**config.mk**
```make
export PLATFORM = sky130hd
export DESIGN_NAME = tlb_mmu
export DESIGN_NICKNAME = d
export VERILOG_FILES = /design/src/rtl/tlb_pkg.sv /design/src/rtl/tlb_cam.sv /design/src/rtl/tlb_frame_ram.sv /design/src/rtl/tlb_victim_ctr.sv /design/src/rtl/tlb_mmu.sv
export SDC_FILE = /design/constraint.sdc
export NUM_CORES = 2
export LEC_CHECK = 0
export CORE_ASPECT_RATIO = 0.8
export CORE_MARGIN = 1.5
export CORE_UTILIZATION = 54
export CTS_CLUSTER_SIZE = 10
export DETAILED_ROUTE_END_ITERATION = 8
export PLACE_DENSITY_LB_ADDON = 0.1
export SYNTH_ARGS = -nofsm -noshare
export SYNTH_HDL_FRONTEND = slang
export SYNTH_SLANG_ARGS = --single-unit
```
**constraint.sdc**
```tcl
create_clock -name clk -period 6.2 [get_ports clk]
set_clock_uncertainty 0.05 [all_clocks]
set_input_delay 1.24 -clock clk [delete_from_list [all_inputs] [get_ports clk]]
set_output_delay 1.24 -clock clk [all_outputs]
set_load 0.005 [all_outputs]
```
**src/rtl/tlb_pkg.sv**
```systemverilog
package tlb_pkg;

  localparam int unsigned ADDR_W    = 32;
  localparam int unsigned PAGE_BITS = 12;
  localparam int unsigned FRAME_W   = ADDR_W - PAGE_BITS;

  typedef enum logic [2:0] {
    FN_NOP     = 3'd0,
    FN_MAP     = 3'd1,
    FN_SEARCH  = 3'd2,
    FN_WR_RAND = 3'd3,
    FN_RD_IDX  = 3'd4,
    FN_WR_IDX  = 3'd5
  } tlb_fn_e;

  typedef struct packed {
    logic [FRAME_W-1:0] frame;
    logic               wr;
    logic               vld;
  } frame_ent_t;

  function automatic logic [FRAME_W-1:0] vpn_of(input logic [ADDR_W-1:0] a);
    return a[ADDR_W-1:PAGE_BITS];
  endfunction

  function automatic logic is_direct(input logic [ADDR_W-1:0] a);
    return &a[ADDR_W-1:ADDR_W-2];
  endfunction

  function automatic logic [ADDR_W-1:0] direct_pa(input logic [ADDR_W-1:0] a);
    return {2'b00, a[ADDR_W-3:0]};
  endfunction

  function automatic frame_ent_t ent_from_lo(input logic [ADDR_W-1:0] lo);
    frame_ent_t e;
    e.frame = lo[ADDR_W-1:PAGE_BITS];
    e.wr    = lo[1];
    e.vld   = lo[0];
    return e;
  endfunction

  function automatic logic [ADDR_W-1:0] lo_from_ent(input frame_ent_t e);
    return {e.frame, {(PAGE_BITS-2){1'b0}}, e.wr, e.vld};
  endfunction

endpackage

```
**src/rtl/tlb_cam.sv**
```systemverilog
module tlb_cam
  import tlb_pkg::*;
#(
  parameter int unsigned ENTRIES = 32,
  parameter int unsigned IDX_W   = $clog2(ENTRIES)
) (
  input  logic               clk,
  input  logic               rst_n,
  input  logic               wr_en,
  input  logic [IDX_W-1:0]   wr_idx,
  input  logic [FRAME_W-1:0] wr_vpn,
  input  logic [FRAME_W-1:0] key_vpn,
  input  logic [IDX_W-1:0]   rd_idx,
  output logic               hit,
  output logic [IDX_W-1:0]   hit_idx,
  output logic [FRAME_W-1:0] rd_vpn
);

  logic [FRAME_W-1:0] tag_q [ENTRIES];
  logic [ENTRIES-1:0] match;

  for (genvar g = 0; g < ENTRIES; g++) begin : g_ent
    always_ff @(posedge clk or negedge rst_n) begin
      if (!rst_n)
        tag_q[g] <= '0;
      else if (wr_en && (wr_idx == IDX_W'(g)))
        tag_q[g] <= wr_vpn;
    end
    assign match[g] = (tag_q[g] == key_vpn);
  end

  // lowest-numbered match wins
  always_comb begin
    hit_idx = '0;
    for (int i = ENTRIES - 1; i >= 0; i--) begin
      if (match[i]) hit_idx = IDX_W'(i);
    end
  end

  assign hit    = |match;
  assign rd_vpn = tag_q[rd_idx];

endmodule

```
**src/rtl/tlb_frame_ram.sv**
```systemverilog
module tlb_frame_ram
  import tlb_pkg::*;
#(
  parameter int unsigned ENTRIES = 32,
  parameter int unsigned IDX_W   = $clog2(ENTRIES)
) (
  input  logic             clk,
  input  logic             we,
  input  logic [IDX_W-1:0] waddr,
  input  frame_ent_t       wdata,
  input  logic [IDX_W-1:0] raddr,
  output frame_ent_t       rdata
);

  frame_ent_t mem [ENTRIES];
  frame_ent_t rdata_q;

  always_ff @(posedge clk) begin
    if (we) mem[waddr] <= wdata;
    rdata_q <= mem[raddr];
  end

  assign rdata = rdata_q;

endmodule

```
**src/rtl/tlb_victim_ctr.sv**
```systemverilog
module tlb_victim_ctr #(
  parameter int unsigned ENTRIES  = 32,
  parameter int unsigned IDX_W    = $clog2(ENTRIES),
  parameter int unsigned RAND_LOW = 4
) (
  input  logic             clk,
  input  logic             rst_n,
  input  logic             step,
  output logic [IDX_W-1:0] victim
);

  function automatic logic [IDX_W-1:0] next_victim(input logic [IDX_W-1:0] cur);
    if (cur == IDX_W'(RAND_LOW)) return IDX_W'(ENTRIES - 1);
    return cur - 1'b1;
  endfunction

  logic [IDX_W-1:0] victim_q;

  always_ff @(posedge clk or negedge rst_n) begin
    if (!rst_n)    victim_q <= IDX_W'(ENTRIES - 1);
    else if (step) victim_q <= next_victim(victim_q);
  end

  assign victim = victim_q;

endmodule

```
**src/rtl/tlb_mmu.sv**
```systemverilog
module tlb_mmu
  import tlb_pkg::*;
#(
  parameter int unsigned ENTRIES  = 32,
  parameter int unsigned RAND_LOW = 4
) (
  input  logic        clk,
  input  logic        rst_n,
  input  logic [2:0]  fn_i,
  input  logic [31:0] vaddr_i,
  output logic [31:0] paddr_o,
  output logic        miss_kern_o,
  output logic        miss_user_o,
  output logic        invalid_o,
  output logic        wprot_o,
  input  logic [31:0] idx_old_i,
  output logic        idx_we_o,
  output logic [31:0] idx_new_o,
  input  logic [31:0] ehi_old_i,
  output logic        ehi_we_o,
  output logic [31:0] ehi_new_o,
  input  logic [31:0] elo_old_i,
  output logic        elo_we_o,
  output logic [31:0] elo_new_o
);

  localparam int unsigned IDX_W = $clog2(ENTRIES);

  // decoded function strobes
  logic is_map, is_search, is_wr_rand, is_rd_idx, is_wr_idx;
  assign is_map     = (fn_i == FN_MAP);
  assign is_search  = (fn_i == FN_SEARCH);
  assign is_wr_rand = (fn_i == FN_WR_RAND);
  assign is_rd_idx  = (fn_i == FN_RD_IDX);
  assign is_wr_idx  = (fn_i == FN_WR_IDX);

  // named internal events
  logic               ent_write;
  logic [IDX_W-1:0]   ent_widx;
  logic [IDX_W-1:0]   reg_idx;
  logic [IDX_W-1:0]   victim_idx;
  logic [FRAME_W-1:0] key_vpn;
  logic               cam_hit;
  logic [IDX_W-1:0]   cam_idx;
  logic [FRAME_W-1:0] rd_vpn;
  logic [IDX_W-1:0]   ram_raddr;
  frame_ent_t         ram_rd;

  assign reg_idx   = idx_old_i[IDX_W-1:0];
  assign ent_write = is_wr_rand | is_wr_idx;
  assign ent_widx  = is_wr_rand ? victim_idx : reg_idx;
  assign key_vpn   = is_search ? vpn_of(ehi_old_i) : vpn_of(vaddr_i);
  assign ram_raddr = is_map ? cam_idx : reg_idx;

  logic unused_bits;
  assign unused_bits = ^{idx_old_i[31:IDX_W], ehi_old_i[PAGE_BITS-1:0],
                         elo_old_i[PAGE_BITS-1:2]};

  tlb_cam #(.ENTRIES(ENTRIES), .IDX_W(IDX_W)) u_cam (
    .clk     (clk),
    .rst_n   (rst_n),
    .wr_en   (ent_write),
    .wr_idx  (ent_widx),
    .wr_vpn  (vpn_of(ehi_old_i)),
    .key_vpn (key_vpn),
    .rd_idx  (reg_idx),
    .hit     (cam_hit),
    .hit_idx (cam_idx),
    .rd_vpn  (rd_vpn)
  );

  tlb_frame_ram #(.ENTRIES(ENTRIES), .IDX_W(IDX_W)) u_ram (
    .clk   (clk),
    .we    (ent_write),
    .waddr (ent_widx),
    .wdata (ent_from_lo(elo_old_i)),
    .raddr (ram_raddr),
    .rdata (ram_rd)
  );

  tlb_victim_ctr #(.ENTRIES(ENTRIES), .IDX_W(IDX_W), .RAND_LOW(RAND_LOW)) u_victim (
    .clk    (clk),
    .rst_n  (rst_n),
    .step   (is_map),
    .victim (victim_idx)
  );

  // map pipeline: request captured, miss delayed to line up with frame read
  logic        map_q;
  logic [31:0] va_q;
  logic        miss_q;

  always_ff @(posedge clk or negedge rst_n) begin
    if (!rst_n) begin
      map_q  <= 1'b0;
      va_q   <= '0;
      miss_q <= 1'b0;
    end else begin
      map_q <= is_map;
      if (is_map) begin
        va_q   <= vaddr_i;
        miss_q <= ~cam_hit;
      end
    end
  end

  logic        live_direct;
  logic [31:0] live_pa;
  logic [3:0]  live_flags;   // {kern miss, user miss, invalid, write protect}

  assign live_direct = is_direct(va_q);

  always_comb begin
    if (live_direct) begin
      live_pa    = direct_pa(va_q);
      live_flags = 4'b0000;
    end else if (miss_q) begin
      live_pa    = '0;
      live_flags = {va_q[31], ~va_q[31], 2'b00};
    end else begin
      live_pa    = {ram_rd.frame, va_q[PAGE_BITS-1:0]};
      live_flags = {2'b00, ~ram_rd.vld, ram_rd.vld & ~ram_rd.wr};
    end
  end

  // hold register keeps the last result between map requests
  logic [31:0] held_pa;
  logic [3:0]  held_flags;

  always_ff @(posedge clk or negedge rst_n) begin
    if (!rst_n) begin
      held_pa    <= '0;
      held_flags <= '0;
    end else if (map_q) begin
      held_pa    <= live_pa;
      held_flags <= live_flags;
    end
  end

  assign paddr_o = map_q ? live_pa : held_pa;
  assign {miss_kern_o, miss_user_o, invalid_o, wprot_o} = map_q ? live_flags : held_flags;

  // special register triplets
  assign idx_we_o  = is_search;
  assign idx_new_o = cam_hit ? 32'(cam_idx) : 32'h8000_0000;
  assign ehi_we_o  = is_rd_idx;
  assign ehi_new_o = {rd_vpn, {PAGE_BITS{1'b0}}};
  assign elo_we_o  = is_rd_idx;
  assign elo_new_o = lo_from_ent(ram_rd);

endmodule

```
==> summary by stage <==
Status
The run finished, with violations left. The final reports fail on setup timing.

Pwr
The largest voltage drop on the vdd net is approximately 0.00032 V. Summed over all cells, the static leakage comes to 0.0355 µW. The power per unit of standard cell area is ~320 nW/µm².

Clock network
After clock tree synthesis, the clock-pin slew on the worst setup and hold paths is 60 ps. The total clock sinks is 1441. For the worst-skew pair, the clock arrives at the later sink with an insertion delay of approximately 860 ps. The number of buffers added by the clock tree synthesis step is 166. The maximum clock path buffer count is 3. The H-tree depth is 4. The TritonCTS clock tree is built.

The root buffer cell chosen for the clock tree is clkbuf_16.

Setup path
The data arrival time of the worst path is between 4000 and 5000 ps. The critical path starts at ehi_old_i[14]. The endpoint identified for the worst register-to-register timing path is u_ram.rdata[13]$_DFF_P_. The kind of end point of the critical path is an output pin.

The startpoint type of the worst setup path is an input pin. Of all nets on the critical path, the largest fanout is 7. The critical register-to-register path startpoint is u_cam.tag_q[88]$_DFFE_PN0P_. The worst setup path is of the in -> out kind. The depth of the worst register-to-register path is 20.

The required time of the worst setup path is just under 5000 ps. The setup slack of the worst register-to-register path is between 700 and 800 ps. Following the worst setup path forward leads to its endpoint at idx_new_o[0].

Global routing
The largest net degree at the start of global routing is ~150. Across every metal layer, demand over resource in global routing totals 48.9%. The first global-routing pass estimated about 450000 µm of wire. The initial antenna violation count is 34.

The remaining global-route overflow is 0. The number of global-route vias before repair is 57000.

Yosys
The post-synthesis cell type count is 93. The proportion of synthesized flip-flops having asynchronous set or reset is between 40% and 50%. The cell accounting for the most synthesized area is edfxtp_1. The average size of a mapped cell is ~11 µm². The cell area after synthesis is ~70000 µm².

Sorting the synthesized cells by area gives the leading types as edfxtp_1 (30%), dfrtp_1 (25%), mux4_2 (6.3%). During synthesis, Yosys emitted a total of 0 warnings. After synthesis, flip-flops and latches occupy approximately 56% of the total area. Counting every instance in the synthesized netlist gives 6215. Among all flip-flop cells after synthesis, the most frequent one is dfrtp_1.

The flip-flop and latch count after synthesis is between 1000 and 1500. The synthesized design devotes to its leading area cell type 29.8% of total area. Counting flops with a built-in enable in the synthesized netlist gives between 700 and 800.

Die
Measured along the x axis, the die boundary spans 408 µm. between 200 and 300 I/O pins were placed. The overall die height is between 300 and 400 µm. The effective utilization at floorplan is a little over half. The floorplan step defined a die boundary enclosing about 130000 µm². The region available for standard cell placement spans around 130000 µm².

The initialized floorplan defines between 100 and 150 standard-cell rows.

Cells and area
Leaving out fill and tap cells, the most frequent cells in the layout are nand2_1 (1103), buf_4 (764), dfrtp_1 (709), edfxtp_1 (704), o21ai_0 (582). The commonest non-fill, non-tap cell in the layout is nand2_1. From synthesis to final layout, the design area changed by 23.8%. The layout has roughly 9600 filler cells. The non-filler instance count after layout is between 8000 and 9000. The share of final-layout standard cells stronger than drive strength 1 is between 20 and 25%.

In the final design database the tool counted 7140 nets. Cells fill between 60 and 70% of the core in the end.

Place
Including well taps, the total number of placed cells is between 8000 and 9000. The HPWL after detailed placement is between 200000 and 250000 µm. The placer's final routability congestion estimate is around 1.1.

The number of port buffers is 170.

Flow run
The total of max-cap violations is 0.

Routing
The total wire length is 329000 µm. After the first detailed-routing iteration, the DRC count stood at ~11000. The mean routed wirelength per cell is 37.1 µm.

The routed layout has just over 60000 vias. The iteration count of the initial detailed-routing pass is 8. After detailed routing, the number of remaining DRC violations is 0.

The number of vias per cell is between 6 and 7. Once detail routing completed, the nets flagged for antenna violations numbered 0.

STA
The final hold violation count came to 0. The clock period minus worst slack is approximately 6300 ps. The max-slew violation total from the final report is 0. The slew at the pin closest to its max-slew limit is roughly 1300 ps. The period utilization is 101%.

The count of endpoints failing setup in the final report is 4. Based on the critical path, the design can be clocked at up to around 0.16 GHz. The post-route worst setup slack is -80.2 ps.

Setup repair after global routing could not meet its margin everywhere. After routing, the total negative slack on setup checks comes to -139 ps. The relative slew slack is about 16%.

Worst hold path
The worst hold path belongs to the class in -> async.
==> synthesized netlist by cell type, types with 48 or more instances <==
| master | n |
|---|---|
| nand3_1 | 168 |
| dfrtp_1 | 710 |
| a32oi_1 | 49 |
| mux2_2 | 192 |
| buf_4 | 69 |
| o21ai_0 | 587 |
| mux2i_1 | 113 |
| clkbuf_1 | 333 |
| a21oi_1 | 113 |
| nor3_1 | 65 |
| inv_1 | 178 |
| o22ai_1 | 68 |
| xnor2_1 | 305 |
| a31oi_1 | 62 |
| xor2_1 | 210 |
| buf_1 | 61 |
| nor2_1 | 106 |
| o221ai_1 | 48 |
| nor4_1 | 87 |
| nand4_1 | 73 |
| buf_2 | 74 |
| edfxtp_1 | 704 |
| nand2_1 | 1103 |
| mux4_2 | 200 |
==> kinds of logic after synthesis <==
group,count (synthesis),synth area share (%)
xor+xnor,515,6.35
mux,510,11.1
other cells,1,0.00528
compound gates,1274,11.5
simple gates,1747,11.0
fa+ha+maj,2,0.0352
buf+inv,725,4.39
flops,1441,55.6
==> stage by stage <==
stage | area (µm²) | total power [µW] | setup slack, ps | hold WS [ps]
5_1_grt | 87900 | 28900 | -9.43 | 442
3_5_place_dp | 81000 | 18600 | -1310 | 413
3_3_place_gp | 81000 | 18400 | -1320 | 409
6_report | 87900 | 28300 | -80.2 | 401
4_1_cts | 87400 | 27800 | 5.76 | 426
2_1_floorplan | 71200 | 15300 | 493 | 396
==> state kept, by name, summed over array words and instances (netlist names) <==
name             flops
u_ram.mem          704
u_cam.tag_q        640
held_pa             32
va_q                32
u_ram.rdata         22
u_victim.victim      5
held_flags           4
map_q                1
miss_q               1
==> area by class of cell <==
class	count	area, µm²	area share, %
multi-input combinational	4096	29600	33.7
timing repair buffer	1118	10900	12.4
tap	1740	2180	2.48
clock buffer	266	4610	5.24
clock inverter	21	373	0.424
sequential	1441	39500	44.9
antenna	11	27.5	0.0313
inverter	182	708	0.806
==> critical path, cell delays in order <==
cell	delay (ps)
clkdlybuf4s50_1	750
buf_4	390
mux2i_4	130
buf_6	170
xor2_1	220
o211ai_1	150
or4_4	510
buf_6	140
nor2b_2	150
a211oi_2	220
buf_4	170
o221a_4	240
nor2_1	50
o21bai_1	120
and2_4	210
buf_6	110
==> power by group <==
group	internal [µW]	switching [µW]	total, µW
combinational	2780	3460	6240
sequential	11100	1670	12800
clock	5120	4130	9250
total	19000	9260	28300
==> metal layers <==
layer	vias to the layer above	part of all wire (%)	wire length, µm	GRT usage [%]
met1	30100	37	122000	67.3
met2	5368	39	129000	63.8
met5	-	0.14	469	1.58
met4	30	6.5	21600	27.5
met3	1083	17	56300	21.5
li1	24200	-	-	-
==> worst min-delay path by stage <==
stage | startpoint | end | cells after the start
3_5_place_dp | va_q[6]$_DFFE_PN0P_ | va_q[6]$_DFFE_PN0P_ | 2
4_1_cts | rst_n | u_cam.tag_q[32]$_DFFE_PN0P_ | 1
6_report | rst_n | u_cam.tag_q[32]$_DFFE_PN0P_ | 1
2_1_floorplan | va_q[0]$_DFFE_PN0P_ | va_q[0]$_DFFE_PN0P_ | 2
3_3_place_gp | va_q[10]$_DFFE_PN0P_ | va_q[10]$_DFFE_PN0P_ | 2
5_1_grt | rst_n | u_cam.tag_q[32]$_DFFE_PN0P_ | 1
==> timing repair <==
action | in CTS | in global routing
gates cloned | 5 | 0
hold buffers | 0 | 0
setup buffers | 62 | 29
setup endpoints to repair | 28 | 7
gates resized for setup | 189 | 56
pin swaps | 60 | 41
No activity file was read; power rests on OpenSTA's default activity.
